[src/rtl/qorf_pkg.sv]
package qorf_pkg;

  // Strobes passed from the issue control to the datapath
  typedef struct packed {
    logic [1:0] ldPopCnt;  // load words removed at this edge (0..2)
    logic       srcAQ;     // source A reads the load queue
    logic       srcBQ;     // source B reads the load queue
    logic       stPush;    // append wrData to store queue
    logic       regWrite;  // write wrData into register dstCode
  } opStrobes_t;

endpackage

[src/rtl/qorf_fifo.sv]
module qorf_fifo #(
  parameter int DW    = 32,
  parameter int DEPTH = 8
) (
  input  logic                         clk,
  input  logic                         rst,
  input  logic                         pushEn,
  input  logic [DW-1:0]                pushData,
  input  logic [1:0]                   popCnt,
  output logic [DW-1:0]                headData,
  output logic [DW-1:0]                nextData,
  output logic [$clog2(DEPTH+1)-1:0]   count,
  output logic                         full,
  output logic                         empty
);
  localparam int PTR_W = (DEPTH > 1) ? $clog2(DEPTH) : 1;
  localparam int CNT_W = $clog2(DEPTH+1);

  logic [DW-1:0]    mem [DEPTH];
  logic [PTR_W-1:0] rdPtr;
  logic [PTR_W-1:0] wrPtr;

  function automatic logic [PTR_W-1:0] wrapAdd(input logic [PTR_W-1:0] p, input int inc);
    int sum;
    sum = int'(p) + inc;
    if (sum >= DEPTH) sum = sum - DEPTH;
    return PTR_W'(sum);
  endfunction

  assign headData = mem[rdPtr];
  assign nextData = mem[wrapAdd(rdPtr, 1)];
  assign full     = (count == CNT_W'(DEPTH));
  assign empty    = (count == '0);

  always_ff @(posedge clk) begin
    if (rst) begin
      rdPtr <= '0;
      wrPtr <= '0;
      count <= '0;
    end else begin
      if (pushEn) begin
        mem[wrPtr] <= pushData;
        wrPtr      <= wrapAdd(wrPtr, 1);
      end
      rdPtr <= wrapAdd(rdPtr, int'(popCnt));
      count <= count + CNT_W'(pushEn) - CNT_W'(popCnt);
    end
  end
endmodule

[src/rtl/qorf_ctrl.sv]
module qorf_ctrl
  import qorf_pkg::*;
#(
  parameter int CODE_W = 5,
  parameter int CNT_W  = 4,
  parameter int DEPTH  = 8
) (
  input  logic              issueValid,
  input  logic              srcAEn,
  input  logic [CODE_W-1:0] srcACode,
  input  logic              srcBEn,
  input  logic [CODE_W-1:0] srcBCode,
  input  logic              wrEn,
  input  logic [CODE_W-1:0] dstCode,
  input  logic [CNT_W-1:0]  ldCount,
  input  logic              stFull,
  output logic              stall,
  output opStrobes_t        strobes
);
  localparam logic [CODE_W-1:0] QCODE = '1;

  logic       aQ, bQ, dQ, go;
  logic [1:0] needLd;
  logic       ldShort, stBlock;

  always_comb begin
    aQ      = srcAEn && (srcACode == QCODE);
    bQ      = srcBEn && (srcBCode == QCODE);
    dQ      = wrEn && (dstCode == QCODE);
    needLd  = {1'b0, aQ} + {1'b0, bQ};
    ldShort = CNT_W'(needLd) > ldCount;
    stBlock = dQ && stFull;
    stall   = issueValid && (ldShort || stBlock);
    go      = issueValid && !stall;

    strobes.srcAQ    = aQ;
    strobes.srcBQ    = bQ;
    strobes.ldPopCnt = go ? needLd : 2'd0;
    strobes.stPush   = go && dQ;
    strobes.regWrite = go && wrEn && !dQ;
  end
endmodule

[src/rtl/qorf_datapath.sv]
module qorf_datapath
  import qorf_pkg::*;
#(
  parameter int DW     = 32,
  parameter int CODE_W = 5,
  parameter int DEPTH  = 8
) (
  input  logic                       clk,
  input  logic                       rst,
  input  opStrobes_t                 strobes,
  input  logic [CODE_W-1:0]          srcACode,
  input  logic [CODE_W-1:0]          srcBCode,
  input  logic [CODE_W-1:0]          dstCode,
  input  logic [DW-1:0]              wrData,
  output logic [DW-1:0]              srcAData,
  output logic [DW-1:0]              srcBData,
  input  logic                       ldPushValid,
  input  logic [DW-1:0]              ldPushData,
  output logic                       ldFull,
  output logic [$clog2(DEPTH+1)-1:0] ldCount,
  input  logic                       stPopReady,
  output logic                       stValid,
  output logic                       stFull,
  output logic [DW-1:0]              stData,
  output logic [$clog2(DEPTH+1)-1:0] stCount
);
  localparam int NUM_REGS = (1 << CODE_W) - 1;

  logic [DW-1:0] regs [NUM_REGS];
  logic [DW-1:0] ldHead, ldNext, stNextUnused;
  logic          ldEmptyUnused, stEmpty;
  logic          ldAccept, stPop;

  assign ldAccept = ldPushValid && !ldFull;
  assign stPop    = stPopReady && !stEmpty;
  assign stValid  = !stEmpty;

  qorf_fifo #(.DW(DW), .DEPTH(DEPTH)) ldQueue (
    .clk(clk), .rst(rst),
    .pushEn(ldAccept), .pushData(ldPushData),
    .popCnt(strobes.ldPopCnt),
    .headData(ldHead), .nextData(ldNext),
    .count(ldCount), .full(ldFull), .empty(ldEmptyUnused)
  );

  qorf_fifo #(.DW(DW), .DEPTH(DEPTH)) stQueue (
    .clk(clk), .rst(rst),
    .pushEn(strobes.stPush), .pushData(wrData),
    .popCnt({1'b0, stPop}),
    .headData(stData), .nextData(stNextUnused),
    .count(stCount), .full(stFull), .empty(stEmpty)
  );

  always_comb begin
    srcAData = strobes.srcAQ ? ldHead : regs[srcACode];
    if (strobes.srcBQ) srcBData = strobes.srcAQ ? ldNext : ldHead;
    else               srcBData = regs[srcBCode];
  end

  always_ff @(posedge clk) begin
    if (rst) begin
      for (int i = 0; i < NUM_REGS; i++) regs[i] <= '0;
    end else if (strobes.regWrite) begin
      regs[dstCode] <= wrData;
    end
  end
endmodule

[src/rtl/queue_operand_regfile.sv]
module queue_operand_regfile
  import qorf_pkg::*;
#(
  parameter int DW     = 32,
  parameter int CODE_W = 5,
  parameter int DEPTH  = 8
) (
  input  logic              clk,
  input  logic              rst,
  input  logic              issueValid,
  input  logic              srcAEn,
  input  logic [CODE_W-1:0] srcACode,
  input  logic              srcBEn,
  input  logic [CODE_W-1:0] srcBCode,
  input  logic              wrEn,
  input  logic [CODE_W-1:0] dstCode,
  input  logic [DW-1:0]     wrData,
  output logic              stall,
  output logic [DW-1:0]     srcAData,
  output logic [DW-1:0]     srcBData,
  input  logic              ldPushValid,
  input  logic [DW-1:0]     ldPushData,
  output logic              ldFull,
  input  logic              stPopReady,
  output logic              stValid,
  output logic [DW-1:0]     stData
);
  localparam int CNT_W = $clog2(DEPTH+1);

  opStrobes_t       strobes;
  logic [CNT_W-1:0] ldCount;
  logic [CNT_W-1:0] stCount;
  logic             stFull;

  qorf_ctrl #(.CODE_W(CODE_W), .CNT_W(CNT_W), .DEPTH(DEPTH)) ctrl (
    .issueValid(issueValid),
    .srcAEn(srcAEn), .srcACode(srcACode),
    .srcBEn(srcBEn), .srcBCode(srcBCode),
    .wrEn(wrEn), .dstCode(dstCode),
    .ldCount(ldCount), .stFull(stFull),
    .stall(stall), .strobes(strobes)
  );

  qorf_datapath #(.DW(DW), .CODE_W(CODE_W), .DEPTH(DEPTH)) dp (
    .clk(clk), .rst(rst), .strobes(strobes),
    .srcACode(srcACode), .srcBCode(srcBCode), .dstCode(dstCode),
    .wrData(wrData), .srcAData(srcAData), .srcBData(srcBData),
    .ldPushValid(ldPushValid), .ldPushData(ldPushData),
    .ldFull(ldFull), .ldCount(ldCount),
    .stPopReady(stPopReady), .stValid(stValid), .stFull(stFull),
    .stData(stData), .stCount(stCount)
  );
endmodule

[config.mk]
export PLATFORM = sky130hd
export DESIGN_NAME = queue_operand_regfile
export DESIGN_NICKNAME = d
export VERILOG_FILES = /design/src/rtl/qorf_pkg.sv /design/src/rtl/qorf_fifo.sv /design/src/rtl/qorf_ctrl.sv /design/src/rtl/qorf_datapath.sv /design/src/rtl/queue_operand_regfile.sv
export SDC_FILE = /design/constraint.sdc
export NUM_CORES = 2
export LEC_CHECK = 0
export BUFFER_PORTS_ARGS = -buffer_cell sky130_fd_sc_hd__buf_4
export CAP_MARGIN = 0
export CORE_MARGIN = 2
export CORE_UTILIZATION = 40
export CTS_CLUSTER_DIAMETER = 150
export DETAILED_ROUTE_END_ITERATION = 8
export GPL_ROUTABILITY_DRIVEN = 0
export PLACE_DENSITY_LB_ADDON = 0.12
export SLEW_MARGIN = 20
export SYNTH_ARGS = -nofsm -noshare
export SYNTH_HDL_FRONTEND = slang
export SYNTH_SLANG_ARGS = --single-unit
[constraint.sdc]
create_clock -name clk -period 12.8 [get_ports clk]
set_input_delay 1.28 -clock clk [delete_from_list [all_inputs] [get_ports clk]]
set_output_delay 1.28 -clock clk [all_outputs]
set_load 0.01 [all_outputs]
# Yosys cells after proc, flatten, opt, wreduce, memory -nomap -nowiden
# Memory sizes are Yosys's and may differ from the RTL's. A register that Yosys moved wholly into a read port is not among the register bits.
# Cells that the tools add are included.
[word_totals]
memories = 3
ramBits = 1504
wordCells = 78
input_bits = 87
output_inout_bits = 99
ff_bits = 20
[mem_list]
columns = ["memory", "words", "width", "rd", "rd_ports_with_merged_regs", "write_ports", "line_no", "source"]
rows = [
  ["dp.regs", 31, 32, 2, 0, 31, "qorf_datapath.sv:29", "logic [DW-1:0] regs [NUM_REGS];"],
  ["dp.ldQueue.mem", 8, 32, 2, 1, 1, "qorf_fifo.sv:19", "logic [DW-1:0] mem [DEPTH];"],
  ["dp.stQueue.mem", 8, 32, 1, 1, 1, "qorf_fifo.sv:19", ""],
]
[classes]
n_mux = 25
add_sub_neg = 15
n_reduce_logical = 18
order_cmp = 6
n_eq_ne = 5
[op_table]
columns = ["cell", "n"]
rows = [
  ["two-way mux 32 bit", 4],
  ["OR reduction 32 bit", 1],
  ["two-way mux 3 bit", 7],
  ["greater-or-equal comparator 4 bit, second input constant", 5],
  ["equality test 5 bit, second input constant", 3],
  ["subtractor 3 x 1 -> 3 bit, second input constant", 5],
  ["adder 3 x 1 -> 4 bit, second input constant", 3],
  ["two-way mux 1 bit", 12],
  ["logical AND 1 bit", 11],
  ["adder 4 x 1 -> 4 bit", 2],
  ["equality test 4 bit, second input constant", 2],
  ["two-way mux 5 bit", 1],
  ["adder 3 x 1 -> 4 bit", 1],
  ["adder 3 x 2 -> 4 bit", 1],
  ["> comparator 2 x 4 -> 1 bit", 1],
  ["zero test 1 bit", 4],
  ["zero test 4 bit", 1],
  ["subtractor 4 x 1 -> 4 bit", 1],
  ["subtractor 4 x 2 -> 4 bit", 1],
  ["adder 1 x 1 -> 2 bit", 1],
  ["two-way mux 2 bit", 1],
  ["logical OR 1 bit", 1],
]

# Logic depth before layout (Yosys ltp)
[depth]
depth_word = 15
depth_mapped = 22

# By module
# From an unflattened synthesis, not the netlist that was laid out.
[hier_totals]
hier_cells = 5599
hier_area_um2 = 81723.4
[modules_own_cells]
columns = ["module", "instances", "cells_per_inst", "area_each_um2"]
rows = [
  ["qorf_datapath", 1, 4467, 56880.8],
  ["qorf_fifo at dp.stQueue", 1, 552, 12389.4],
  ["qorf_fifo at dp.ldQueue", 1, 553, 12233.0],
  ["qorf_ctrl", 1, 27, 220.2],
]

# Least setup slack after synthesis
# OpenSTA, ideal clock, no wires.
[synth_path]
path_type = "input to register"
startpoint = "input srcBCode[0]"
endpoint = "memory dp.stQueue.mem[0][0] (enable)"
required_time_ps = 12339
cell_stages = 15
setup_ps = 461
arrival_ps = 5936
path_slack_ps = 6403
cell_sequence = "buf_6 -> buf_6 -> buf_6 -> nand4_1 -> inv_1 -> nand3_1 -> clkbuf_1 -> inv_1 -> ha_1 -> ha_1 -> nor2b_4 -> o211ai_4 -> nand4_1 -> or3_1 -> nor3_1"
[synth_between]
elab_chain_cells = 12
[synth_lines]
columns = ["item", "line_no", "source"]
rows = [
  ["start, declared", "queue_operand_regfile.sv:14", "input logic [CODE_W-1:0] srcBCode,"],
  ["equality test 5 bit", "qorf_ctrl.sv:28", "bQ = srcBEn && (srcBCode == QCODE);"],
  ["logical AND 1 bit", "qorf_ctrl.sv:28", ""],
  ["adder 1 x 1 -> 2 bit", "qorf_ctrl.sv:30", "needLd = {1'b0, aQ} + {1'b0, bQ};"],
  ["> comparator 2 x 4 -> 1 bit", "qorf_ctrl.sv:31", "ldShort = CNT_W'(needLd) > ldCount;"],
  ["logical OR 1 bit", "qorf_ctrl.sv:33", "stall = issueValid && (ldShort || stBlock);"],
  ["logical AND 1 bit", "qorf_ctrl.sv:33", ""],
  ["zero test 1 bit", "qorf_ctrl.sv:34", "go = issueValid && !stall;"],
  ["logical AND 1 bit", "qorf_ctrl.sv:34", ""],
  ["logical AND 1 bit", "qorf_ctrl.sv:39", "strobes.stPush = go && dQ;"],
  ["two-way mux 1 bit", "qorf_fifo.sv:41", "if (pushEn) begin"],
  ["two-way mux 1 bit", "qorf_fifo.sv:36", "if (rst) begin"],
  ["two-way mux 1 bit (implied by the code)", "qorf_fifo.sv:42", "mem[wrPtr] <= pushData;"],
  ["end, declared", "qorf_fifo.sv:19", ""],
]
# No other way between the ends.

# Worst setup path after layout
[layout_path]
startpoint = "input srcACode[1]"
endpoint = "output srcAData[26]"
[layout_between]
elab_chain_cells = 3
elab_cells_between_ends = 4
[layout_lines]
columns = ["item", "line_no", "source"]
rows = [
  ["start, declared", "queue_operand_regfile.sv:12", "input logic [CODE_W-1:0] srcACode,"],
  ["parallel branches: the longest is 2 deep, another holds memory read (31 x 32 bit)", "-", ""],
  ["two-way mux 32 bit (*)", "qorf_datapath.sv:55", "srcAData = strobes.srcAQ ? ldHead : regs[srcACode];"],
  ["end, declared", "queue_operand_regfile.sv:19", "output logic [DW-1:0] srcAData,"],
]
# Every way passes the cells marked *.

==> metrics.md <==
| Metric | Value |
|---|---|
| Clk sinks | `about 1.6k` |
| Hold-fix buffers at CTS | `0` |
| Highest clock rate | `between 100 and 150 MHz` |
| PwrDens | `between 100 and 150 mW/mm^2` |
| Die Span Y | `between 400 and 500 um` |
| Largest vdd supply drop | `about 130 uV` |
| PortBufs | `185` |
| GRT Residual Overflow | `0` |
| First-pass GRT wire length | `339300 um` |
| P_sw | `between 3 and 4 mW` |
| CTS Buf Count | `about 180` |
| PostCTS Resize Cnt | `0` |
| Vias in the first global route | `between 40k and 50k` |
| Count of buffer and inverter cells on the critical path | `4` |
| CP dominant cell by count | `buf_4` |
| Setup Buffers After CTS | `0` |
| Worst Setup SP | `srcACode[1]` |
| WP data required | `approximately 12000 ps` |
| Largest net degree at the start of global routing | `roughly 140` |
| Via-to-Cell Ratio | `slightly below 6` |
| Min Clock Period, post-route | `6899 ps` |
| Core Region | `about 0.19 sq mm` |
| Yosys top cell area share | `0.6013` |
| Worst EP arrival | `between 5000 and 6000 ps` |
| Synth area leaders | `edfxtp_1, mux4_2, and2_1` |
| Count of state elements after synthesis | `between 1.5k and 2k` |
| Root Driver | `clkbuf_16` |
| Clock network power share | `0.408` |
| CP top delay family | `buffers and inverters` |
| Clk_lat worst skew | `just over 800 ps` |
| Inst Count DP | `about 7k` |
| Final hold vios | `0` |
| Worst Reg-to-Reg Cells | `7` |
| Nets | `between 4k and 5k` |
| Row count | `160` |
| Fin crit share | `0.5390` |
| Outcome | `completed` |
| Critical Path Start Type | `input pin` |
| RSZ-0062 raised after global routing | `false` |
| Post-DP HPWL | `~150000 um` |
| Reg2reg end | `dp.regs[13][12]` |
| FF-to-FF Start | `dp.ldQueue.count[1]` |
| Post-Syn Area | `0.07671 sq mm` |
| Max-Cap Viols | `0` |
| Power share of the combinational group | `0.120` |
| Commonest cells post-synth | `edfxtp_1, and2_1, mux4_2` |
| Crit-path cells | `buf_8, buf_12, buf_4, mux4_2, o22ai_1, nor4_1, nand2_1, o21ai_0, buf_4` |
| CTS max path bufs | `3` |
| Slew headroom | `0.1271` |
| Final TNS setup | `0 ps` |
| Chip width | `approximately 440 um` |
| Yosys warns | `0` |
| H-tree depth | `4` |
| Reg2reg setup slack | `8240 ps` |
| Kind of end point of the critical path | `output port` |
| Final Max Slew Viols | `0` |
| Leading area contributor after synthesis | `edfxtp_1` |
| Syn_area_per_cell | `roughly 17 sq um` |
| Largest stage delay on the critical path | `roughly 1000 ps` |
| # setup viols final | `0` |
| Worst hold-check path type | `reg2reg` |
| TritonRoute pass-1 iters | `5` |
| Clock tree from TritonCTS | `yes` |
| Initial antenna violation count | `5` |
| Synth Flop Type | `edfxtp_1` |
| Wire per inst | `roughly 32 um` |
| Int Power | `about 9.4 mW` |
| Async SR Flop Fraction | `0` |
| CP max FO | `approximately 140` |
| Switching share of power | `0.2486` |
| Critical path class | `in2out` |
| Ports | `186` |
| Post-route ant nets | `0` |
| EDFF count, synth | `about 1.5k` |
| Share of cells above drive strength 1 | `0.2844` |
| Via count | `around 43k` |
| Fin cells | `about 7.4k` |
| CP max stage cell | `nor4_1` |
| Die area | `between 0.15 and 0.2 sq mm` |
| Starting Density | `0.4029` |
| Count leader, synth | `edfxtp_1` |
| Total track usage | `0.2417` |
| Worst path depth | `9` |
| P_leak | `29.42 nW` |
| Worst Skew | `between 20 and 25 ps` |
| Initial DRC count | `between 4k and 5k` |
| Drt total wl | `around 240000 um` |
| Cells after Synth | `roughly 4.6k` |
| Post-synth cell types | `56` |
| Register share of total power | `0.472` |
| Clock transition at the registers of the reported paths | `roughly 60 ps` |
| Seq/Total Area, Yosys | `0.6065` |
| CP endpoint | `srcAData[26]` |
| Area grow syn2layout | `12.32%` |
| Worst-margin pin slew | `1309 ps` |
| Remaining routing DRC violations | `0` |
==> placed cells by master (no fill, tap or decap), drive strengths merged, types with 5 or more instances in the layout <==
| cell type | instances |
|---|---|
| a221oi | 51 |
| diode | 5 |
| nor4 | 32 |
| nor3 | 41 |
| o221ai | 15 |
| mux4 | 670 |
| clkbuf | 226 |
| nand2b | 7 |
| o21ai | 66 |
| mux2i | 136 |
| mux2 | 32 |
| bufinv | 18 |
| and2 | 996 |
| or2 | 33 |
| nor2 | 69 |
| nor2b | 13 |
| a22o | 17 |
| edfxtp | 1536 |
| nand3b | 7 |
| nand3 | 23 |
| nand2 | 112 |
| nand4 | 5 |
| a211oi | 18 |
| a21oi | 21 |
| dfxtp | 20 |
| conb | 32 |
| xnor2 | 7 |
| or3 | 6 |
| inv | 27 |
| buf | 305 |
| clkinv | 70 |
| ha | 22 |
| o22ai | 187 |
==> worst min path at each step <==
stage                              from                  end  slack [ps]  cells past startpoint
global route        dp.stQueue.wrPtr[1]  dp.stQueue.wrPtr[1]         530                      2
CTS                 dp.stQueue.wrPtr[1]  dp.stQueue.wrPtr[1]         500                      2
global placement    dp.stQueue.wrPtr[1]  dp.stQueue.wrPtr[1]         470                      2
detailed placement  dp.stQueue.wrPtr[1]  dp.stQueue.wrPtr[1]         490                      2
floorplan           dp.stQueue.wrPtr[1]  dp.stQueue.wrPtr[1]         460                      2
finish              dp.stQueue.wrPtr[1]  dp.stQueue.wrPtr[1]         500                      2
==> power by group through the flow <==
stage | clock (mW) | combinational [mW] | sequential (mW)
after floorplan | 0 | 0.948 | 5.91
after global placement | 0 | 1.50 | 5.98
after detailed placement | 0 | 1.51 | 5.98
after CTS | 5.16 | 1.51 | 5.88
after global routing | 5.35 | 1.59 | 5.89
final | 5.07 | 1.50 | 5.87
==> metrics by stage <==
step | hold WS (ps) | setup WS (ps) | area [sq um] | util | power, mW
after floorplan | 461.7 | 6403 | 76830 | - | 6.859
final | 496.4 | 5901 | 86160 | 0.4526 | 12.45
after CTS | 497.3 | 6028 | 86110 | 0.4523 | 12.55
after global placement | 474.9 | 5557 | 80390 | 0.4222 | 7.478
after global routing | 528.3 | 5864 | 86150 | 0.4525 | 12.84
after detailed placement | 491.1 | 5501 | 80430 | 0.4225 | 7.490
==> layer usage <==
| layer | track usage | vias to the layer above | part of all wire |
|---|---|---|---|
| met3 | 0.04938 | 309 | 0.070 |
| met1 | 0.3334 | 23090 | 0.43 |
| met4 | 0.05351 | 2 | 0.020 |
| met2 | 0.3956 | 1467 | 0.48 |
| li1 | - | 18410 | - |
| met5 | 0 | - | 0.000029 |
==> state kept, by name, summed over array words and instances, names as in the netlist <==
name and cells:
dp.ldQueue.mem 256, dp.regs 1024, dp.stQueue.count 4, dp.stQueue.rdPtr 3, dp.ldQueue.count 4, dp.stQueue.wrPtr 3
dp.ldQueue.rdPtr 3, dp.stQueue.mem 256, dp.ldQueue.wrPtr 3
==> cell families (layout without fill, tap and decap cells) <==
kind of cell	after synthesis	after routing	synth area share
buf+inv	472	648	0.02986
other cells	1	37	0.00004888
fa+ha+maj	25	25	0.004371
xor+xnor	11	11	0.001256
compound gates	379	379	0.03379
flops	1556	1556	0.6065
mux	838	838	0.2191
simple gates	1352	1352	0.1050
==> worst reg2reg max path: stages (launching register included) <==
cell and delay (ps):
dfxtp_1 360, inv_1 70, ha_1 300, nor2b_4 140
o211ai_4 480, nand4_1 920, nor2_4 990, or2_2 880
==> cell type report <==
cell class | count | area, sq um
well taps | 2511 | 3142
flip-flops and latches | 1556 | 46540
repair buffers | 305 | 2382
inverters | 22 | 82.58
fillers | 16360 | 104200
diodes | 5 | 12.51
clock buffers | 226 | 4684
multi-input cells | 2637 | 28330
clock inverters | 95 | 994.7
Note: power is estimated with default switching activity, not from simulation.
